[src/rtl/sar_seq_pkg.sv]
package sar_seq_pkg;
    typedef enum logic [1:0] {
        PH_IDLE = 2'd0,
        PH_SAMP = 2'd1,
        PH_CONV = 2'd2,
        PH_XFER = 2'd3
    } phase_e;
endpackage

[src/rtl/sar_seq_timer.sv]
module sar_seq_timer
    import sar_seq_pkg::*;
#(
    parameter int RES_W      = 8,
    parameter int NUM_CONV   = 4,
    parameter int SAMPLE_CYC = 12,
    parameter int MSB_CYC    = 4,
    parameter int BIT_CYC    = 2,
    parameter int XFER_CYC   = 2,
    parameter int GRP_W      = 1,
    localparam int BIT_W     = $clog2(RES_W),
    localparam int CONV_W    = (NUM_CONV > 1) ? $clog2(NUM_CONV) : 1
) (
    input  logic              clk,
    input  logic              rst_n,
    input  logic              start,
    input  logic              cont_in,
    input  logic [GRP_W-1:0]  grp_in,
    output phase_e            phase,
    output logic [BIT_W-1:0]  bit_idx,
    output logic [CONV_W-1:0] conv_idx,
    output logic [GRP_W-1:0]  grp,
    output logic              step_last,
    output logic              slot_end,
    output logic              done
);
    localparam int MAX_A  = (SAMPLE_CYC > MSB_CYC) ? SAMPLE_CYC : MSB_CYC;
    localparam int MAX_B  = (BIT_CYC > XFER_CYC) ? BIT_CYC : XFER_CYC;
    localparam int MAXLEN = (MAX_A > MAX_B) ? MAX_A : MAX_B;
    localparam int CNT_W  = $clog2(MAXLEN + 1);

    localparam logic [CNT_W-1:0]  SAMP_LAST = CNT_W'(SAMPLE_CYC - 1);
    localparam logic [CNT_W-1:0]  MSB_LAST  = CNT_W'(MSB_CYC - 1);
    localparam logic [CNT_W-1:0]  LSB_LAST  = CNT_W'(BIT_CYC - 1);
    localparam logic [CNT_W-1:0]  XFER_LAST = CNT_W'(XFER_CYC - 1);
    localparam logic [BIT_W-1:0]  TOP_BIT   = BIT_W'(RES_W - 1);
    localparam logic [CONV_W-1:0] LAST_CONV = CONV_W'(NUM_CONV - 1);

    typedef struct packed {
        phase_e             phase;
        logic [CNT_W-1:0]   cnt;
        logic [BIT_W-1:0]   bit_idx;
        logic [CONV_W-1:0]  conv;
        logic               cont;
        logic [GRP_W-1:0]   grp;
        logic               done;
    } tstate_t;

    tstate_t          q, d;
    logic [CNT_W-1:0] last_cnt;
    logic             at_last;

    always_comb begin
        case (q.phase)
            PH_SAMP: last_cnt = SAMP_LAST;
            PH_CONV: last_cnt = (q.bit_idx == TOP_BIT) ? MSB_LAST : LSB_LAST;
            PH_XFER: last_cnt = XFER_LAST;
            default: last_cnt = '0;
        endcase
        at_last = (q.cnt == last_cnt);

        d = q;
        if (start) begin
            d.phase   = PH_SAMP;
            d.cnt     = '0;
            d.bit_idx = TOP_BIT;
            d.conv    = '0;
            d.cont    = cont_in;
            d.grp     = grp_in;
            d.done    = 1'b0;
        end else begin
            case (q.phase)
                PH_SAMP: begin
                    if (at_last) begin
                        d.phase   = PH_CONV;
                        d.cnt     = '0;
                        d.bit_idx = TOP_BIT;
                    end else begin
                        d.cnt = q.cnt + CNT_W'(1);
                    end
                end
                PH_CONV: begin
                    if (at_last) begin
                        d.cnt = '0;
                        if (q.bit_idx == '0) begin
                            d.phase = PH_XFER;
                        end else begin
                            d.bit_idx = q.bit_idx - BIT_W'(1);
                        end
                    end else begin
                        d.cnt = q.cnt + CNT_W'(1);
                    end
                end
                PH_XFER: begin
                    if (at_last) begin
                        d.cnt = '0;
                        if (q.conv == LAST_CONV) begin
                            d.done  = 1'b1;
                            d.conv  = '0;
                            d.phase = q.cont ? PH_SAMP : PH_IDLE;
                        end else begin
                            d.conv  = q.conv + CONV_W'(1);
                            d.phase = PH_SAMP;
                        end
                    end else begin
                        d.cnt = q.cnt + CNT_W'(1);
                    end
                end
                default: d.cnt = '0;
            endcase
        end
    end

    always_ff @(posedge clk or negedge rst_n) begin
        if (!rst_n) begin
            q <= '{phase: PH_IDLE, cnt: '0, bit_idx: TOP_BIT, conv: '0,
                   cont: 1'b0, grp: '0, done: 1'b0};
        end else begin
            q <= d;
        end
    end

    assign phase     = q.phase;
    assign bit_idx   = q.bit_idx;
    assign conv_idx  = q.conv;
    assign grp       = q.grp;
    assign done      = q.done;
    assign step_last = (q.phase == PH_CONV) && at_last;
    assign slot_end  = (q.phase == PH_XFER) && at_last;
endmodule

[src/rtl/sar_seq_approx.sv]
module sar_seq_approx
    import sar_seq_pkg::*;
#(
    parameter int RES_W  = 8,
    localparam int BIT_W = $clog2(RES_W)
) (
    input  logic             clk,
    input  logic             rst_n,
    input  phase_e           phase,
    input  logic [BIT_W-1:0] bit_idx,
    input  logic             step_last,
    input  logic             cmp_in,
    output logic [RES_W-1:0] code,
    output logic [RES_W-1:0] dac_code
);
    typedef struct packed {
        logic [RES_W-1:0] code;
    } astate_t;

    astate_t          q, d;
    logic [RES_W-1:0] trial;

    always_comb begin
        trial = (phase == PH_CONV) ? (RES_W'(1) << bit_idx) : '0;
        d = q;
        if (phase == PH_SAMP || phase == PH_IDLE) begin
            d.code = '0;
        end else if (step_last && !cmp_in) begin
            d.code = q.code | trial;
        end
    end

    always_ff @(posedge clk or negedge rst_n) begin
        if (!rst_n) begin
            q <= '{code: '0};
        end else begin
            q <= d;
        end
    end

    assign code     = q.code;
    assign dac_code = (phase == PH_CONV) ? (q.code | trial) : '0;
endmodule

[src/rtl/sar_seq_results.sv]
module sar_seq_results #(
    parameter int RES_W    = 8,
    parameter int NUM_CONV = 4,
    localparam int CONV_W  = (NUM_CONV > 1) ? $clog2(NUM_CONV) : 1,
    localparam int BUS_W   = RES_W * NUM_CONV
) (
    input  logic              clk,
    input  logic              rst_n,
    input  logic              wr_en,
    input  logic [CONV_W-1:0] wr_idx,
    input  logic [RES_W-1:0]  wr_data,
    output logic [BUS_W-1:0]  res_bus
);
    typedef logic [RES_W-1:0] word_t;

    typedef struct packed {
        word_t [NUM_CONV-1:0] regs;
    } rstate_t;

    rstate_t q, d;

    always_comb begin
        d = q;
        if (wr_en) begin
            d.regs[wr_idx] = wr_data;
        end
    end

    always_ff @(posedge clk or negedge rst_n) begin
        if (!rst_n) begin
            q <= '0;
        end else begin
            q <= d;
        end
    end

    for (genvar g = 0; g < NUM_CONV; g++) begin : g_out
        assign res_bus[g*RES_W +: RES_W] = q.regs[g];
    end
endmodule

[src/rtl/sar_seq_top.sv]
module sar_seq_top
    import sar_seq_pkg::*;
#(
    parameter int RES_W      = 8,
    parameter int NUM_CONV   = 4,
    parameter int SAMPLE_CYC = 12,
    parameter int MSB_CYC    = 4,
    parameter int BIT_CYC    = 2,
    parameter int XFER_CYC   = 2,
    parameter int GRP_W      = 1,
    localparam int BIT_W     = $clog2(RES_W),
    localparam int CONV_W    = (NUM_CONV > 1) ? $clog2(NUM_CONV) : 1,
    localparam int CH_W      = GRP_W + CONV_W,
    localparam int BUS_W     = RES_W * NUM_CONV
) (
    input  logic              clk,
    input  logic              rst_n,
    input  logic              ctl_wr,
    input  logic              ctl_cont,
    input  logic [GRP_W-1:0]  ctl_grp,
    input  logic              cmp_in,
    output logic              sample_en,
    output logic              cmp_strobe,
    output logic [RES_W-1:0]  dac_code,
    output logic [CH_W-1:0]   chan_sel,
    output logic              busy,
    output logic              done_flag,
    output logic [BUS_W-1:0]  res_bus
);
    phase_e             phase;
    logic [BIT_W-1:0]   bit_idx;
    logic [CONV_W-1:0]  conv_idx;
    logic [GRP_W-1:0]   grp;
    logic               step_last;
    logic               slot_end;
    logic [RES_W-1:0]   code;

    sar_seq_timer #(
        .RES_W(RES_W), .NUM_CONV(NUM_CONV), .SAMPLE_CYC(SAMPLE_CYC),
        .MSB_CYC(MSB_CYC), .BIT_CYC(BIT_CYC), .XFER_CYC(XFER_CYC),
        .GRP_W(GRP_W)
    ) u_timer (
        .clk(clk), .rst_n(rst_n), .start(ctl_wr), .cont_in(ctl_cont),
        .grp_in(ctl_grp), .phase(phase), .bit_idx(bit_idx),
        .conv_idx(conv_idx), .grp(grp), .step_last(step_last),
        .slot_end(slot_end), .done(done_flag)
    );

    sar_seq_approx #(.RES_W(RES_W)) u_approx (
        .clk(clk), .rst_n(rst_n), .phase(phase), .bit_idx(bit_idx),
        .step_last(step_last), .cmp_in(cmp_in), .code(code),
        .dac_code(dac_code)
    );

    sar_seq_results #(.RES_W(RES_W), .NUM_CONV(NUM_CONV)) u_results (
        .clk(clk), .rst_n(rst_n), .wr_en(slot_end), .wr_idx(conv_idx),
        .wr_data(code), .res_bus(res_bus)
    );

    assign sample_en  = (phase == PH_SAMP);
    assign cmp_strobe = step_last;
    assign busy       = (phase != PH_IDLE);
    assign chan_sel   = {grp, conv_idx};
endmodule

[config.mk]
export PLATFORM = sky130hd
export DESIGN_NAME = sar_seq_top
export DESIGN_NICKNAME = d
export VERILOG_FILES = /design/src/rtl/sar_seq_pkg.sv /design/src/rtl/sar_seq_timer.sv /design/src/rtl/sar_seq_approx.sv /design/src/rtl/sar_seq_results.sv /design/src/rtl/sar_seq_top.sv
export SDC_FILE = /design/constraint.sdc
export NUM_CORES = 1
export LEC_CHECK = 0
export ABC_AREA = 1
export BUFFER_PORTS_ARGS = -buffer_cell sky130_fd_sc_hd__buf_2
export CORE_UTILIZATION = 55
export CTS_CLUSTER_DIAMETER = 40
export CTS_CLUSTER_SIZE = 25
export DETAILED_ROUTE_END_ITERATION = 8
export HOLD_SLACK_MARGIN = 0.02
export PLACE_DENSITY = 0.81
export SLEW_MARGIN = 10
export SYNTH_ARGS = -nofsm -noshare
export SYNTH_HDL_FRONTEND = slang
export SYNTH_SLANG_ARGS = --single-unit
[constraint.sdc]
create_clock -name clk -period 2.28 [get_ports clk]
set_input_delay 0.114 -clock clk [delete_from_list [all_inputs] [get_ports clk]]
set_output_delay 0.114 -clock clk [all_outputs]
set_load 0.1 [all_outputs]
==> impl_summary.txt <==
----------------------------------------------------
[Clocking]
  CTS Root Cell ... clkbuf_8
  CTS tree ... done
  Worst-path clk slew ... 0.09 ns
  TritonCTS Buffers ... 5
  Deepest clock path buffer count ... 2
  Clock latency reported for the late side of the worst-skew pair ... 0.31 ns
  H-tree depth ... 2
  Post-CTS setup buffer count ... 0
  Number of clock sinks ... 54

[Worst hold path]
  Hold/Removal Path Class ... input pin to register
  Hold EP ... u_timer.q[2]$_DFFE_PN0P_
  Launch instance of the worst min-delay path ... ctl_cont
  Depth of the worst hold-timing path ... 3

[Timing]
  Share of the clock period used by the worst path ... 94.2%
  Measured slew at the worst slew-check pin ... 0.491 ns
  Final hold violation count ... 0
  Setup ws final ... 0.133 ns
  Highest clock rate ... 466 MHz
  Final Max Tran Viols ... 0
  Maximum clock skew at final layout ... 0.00777 ns
  Setup repair after global routing missed its margin ... false
  Endpoints failing setup ... 0
  Final critical-path required period ... 2.15 ns
  Relative slew margins ... 67.3%

[Power and ir drop]
  Sw Ratio ... 47.1%
  Part of the power in combinational logic ... 43.2%
  Clk network pwr share ... 22.0%
  Switching component of the power ... 0.00167 W
  Cell area power density ... 1130 nW/um2
  VDD IR-drop max ... 985 uV
  Leakage Power ... 1.81 nW
  Internal power of the cells ... 0.00187 W
  Sequential Power Share ... 34.8%

[Worst setup path]
  FF-to-FF path depth ... 12
  Arrival time of the worst setup path ... 2.03 ns
  Data required time at the worst endpoint ... 2.17 ns
  Startpoint kind of the worst setup timing path ... register
  Worst-path cell with the longest stage delay ... dfrtp_1
  Reg-to-reg critical path endpoint ... u_results.res_bus[26]$_DFFE_PN0P_
  Total buffers and inverters traversed by the critical path ... 2
  Startpoint of the most critical register-to-register path ... u_timer.bit_idx[0]$_DFFE_PN1P_
  Most frequent CP cell ... nor2_1
  Reg2reg setup slack ... 0.28 ns
  CP top delay family ... buffers and inverters
  Type of element capturing the critical path ... output pin
  Peak per-stage delay on the critical path ... 0.56 ns
  Kind of critical path ... register to output pin
  Cell-by-cell listing of the critical path ... nor2_8, inv_1, nor2_1, nor2_1, nor2_1, buf_2
  CP Max Fanout ... 10

[Placement]
  Final weighted congestion in routability-driven placement ... 0.898
  Total of buffers placed on input and output ports ... 52
  Worst setup timing slack at the placement stage ... 0.338 ns
  DPL Wire Length ... 4.27 mm

[Floorplan]
  Std-Cell Core Area ... 4690 um2
  Core Rows ... 25
  Overall die width ... 71.7 um
  Die area ... 5140 um2
  Count of boundary I/O pins ... 53
  Starting utilization of the core area ... 57.0%
  Height of the die ... 71.7 um

[Yosys]
  Main flop type after synthesis ... dfrtp_1
  Number of warning messages in the yosys log ... 0
  Cell area after synthesis ... 2670 um2
  Share of synthesized area occupied by flip-flops and latches ... 50.7%
  Count of cell types in the netlist ... 28
  Number of register bits inferred by synthesis ... 54
  Cell count after synthesis ... 325
  Number of synthesized flops with an enable pin ... 0
  Post-Synthesis Net Count ... 341
  Avg Cell Area, Syn ... 8.23 um2
  Async set-or-reset flop fraction in the synthesized netlist ... 100%

[Routing]
  Per-cell routed wire length ... 14.0 um
  Vias after detailed routing ... 2,334
  Average vias per placed instance ... 5.37
  # DRC ... 0
  First-pass detailed-route iteration total ... 5
  Violation count after the first detailed-routing iteration ... 195
  DRT Wirelength ... 6.08 mm
  Number of nets with antenna violations after detailed routing ... 0

[Cells and area]
  Layout Utilization ... 66.9%
  Fraction of final layout cells sized beyond drive strength 1 ... 20.5%
  Signed area change from the synthesized netlist to the final layout ... 17.4%
  Number of filler instances in the final layout ... 400
  Most common cell after layout, fill and taps aside ... nand2_1
  Number of diodes ... 0
  Top library cells by usage in the layout, fill and taps aside ... 122 x nand2_1, 51 x buf_2, 51 x dfrtp_1
  Nets ... 396

[Outcome]
  Result of the run ... complete, no violations

[Global route]
  Largest net degree at the start of global routing ... 30
  Total GRT Usage ... 26.2%
  Grt ovf ... 0
  Global-route wire length before repair ... 10.4 mm
  Via count of the first global-routing pass ... 2,267
  Initial antenna violation count ... 0

[Job]
  Maximum capacitance violations ... 0

----------------------------------------------------
worst register-to-register path, delay by kind of cell (launching register included):
family / cells / cell delay [ns]
simple gates: 9 / 0.93
flops: 1 / 0.58
buf+inv: 2 / 0.26
fa+ha+maj: 1 / 0.18
kinds of logic after synthesis:
family / after synthesis / synth area share (%)
DFF: 54 / 50.7
adders and majority gates: 10 / 4.68
AOI/OAI and AO/OA: 44 / 8.52
buffers and inverters: 39 / 6.93
xor gates and xnor gates: 3 / 0.983
and+or+nand+nor: 175 / 28.2
area by class of cell:
class                   instances  area, um2  area share (%)
well taps                      54       67.6            2.15
repair buffers                 58        329            10.5
multi-input cells             232       1130            36.1
inverters                      29        111            3.55
clock inverters                 2       60.1            1.91
clock buffers                   6       82.6            2.63
flip-flops and latches         54       1360            43.2
how the worst max path moves through the flow:
| stage | startpoint | end | slack [ns] | cells after the start |
|---|---|---|---|---|
| 5_1_grt | u_timer.bit_idx[0]$_DFFE_PN1P_ | cmp_strobe | 0.008 | 8 |
| 2_1_floorplan | u_timer.phase[0]$_DFFE_PN0P_ | dac_code[2] | -0.73 | 4 |
| 6_report | u_timer.phase[0]$_DFFE_PN0P_ | dac_code[3] | 0.13 | 6 |
| 3_5_place_dp | u_timer.bit_idx[0]$_DFFE_PN1P_ | u_results.res_bus[31]$_DFFE_PN0P_ | 0.34 | 12 |
| 4_1_cts | u_timer.phase[0]$_DFFE_PN0P_ | cmp_strobe | 0.02 | 7 |
| 3_3_place_gp | u_timer.bit_idx[0]$_DFFE_PN1P_ | u_results.res_bus[30]$_DFFE_PN0P_ | 0.41 | 12 |
per-layer routing:
layer / share of wire [%] / global-route usage, % / vias to the layer above / routed length [um]
li1: - / - / 1136 / -
met1: 45 / 34.0 / 1109 / 2710
met2: 50 / 44.0 / 78 / 3030
met3: 4.5 / 4.92 / 11 / 271
met4: 1.1 / 9.15 / 0 / 66
met5: 0 / 0 / - / 0
Yosys cell counts, types with 2 or more instances:
master	instances	share of area [%]
nand3_1	22	4.1
nor2_1	18	2.5
nor2_4	4	1.7
inv_1	27	3.8
o21ai_1	10	1.9
dfrtp_1	51	48
buf_2	2	0.37
nand2_1	122	17
buf_6	3	1.3
a21oi_1	11	2.1
o21ai_0	20	3.7
buf_4	3	0.84
ha_1	10	4.7
dfstp_2	3	2.9
xnor2_1	2	0.66
clkbuf_1	2	0.28
nand2_2	4	0.94
power groups by stage:
stage | sequential [W] | combinational, W | clock (W)
finish | 0.00123 | 0.00153 | 0.000777
global route | 0.00125 | 0.00166 | 0.000812
CTS | 0.00123 | 0.00152 | 0.000786
detailed placement | 0.00125 | 0.00151 | 0
global placement | 0.00124 | 0.00148 | 0
floorplan | 0.00143 | 0.00106 | 0
state kept, by name, indices dropped and copies added (netlist names):
register / count
u_approx.code: 8
u_results.res_bus: 32
u_timer.bit_idx: 3
u_timer.conv_idx: 2
u_timer.done: 1
u_timer.grp: 1
u_timer.phase: 2
u_timer.q: 5
what timing repair did:
action,in CTS,in global routing
hold buffers,2,0
resized for setup,0,3
endpoints found under the setup margin,0,1
endpoints found under the hold margin,21,0
per-stage QoR:
step                hold WS [ns]  cell area (um2)  setup TNS, ns  cells  power [W]
global route              0.0451             3140              0    435    0.00373
global placement          0.0947             2970              0    425    0.00272
detailed placement        0.0979             2970              0    425    0.00276
CTS                       0.0208             3130              0    435    0.00354
floorplan                 -0.182             2670          -3.01    325    0.00250
finish                    0.0441             3140              0    435    0.00354
No activity file was read; power rests on OpenSTA's default activity.
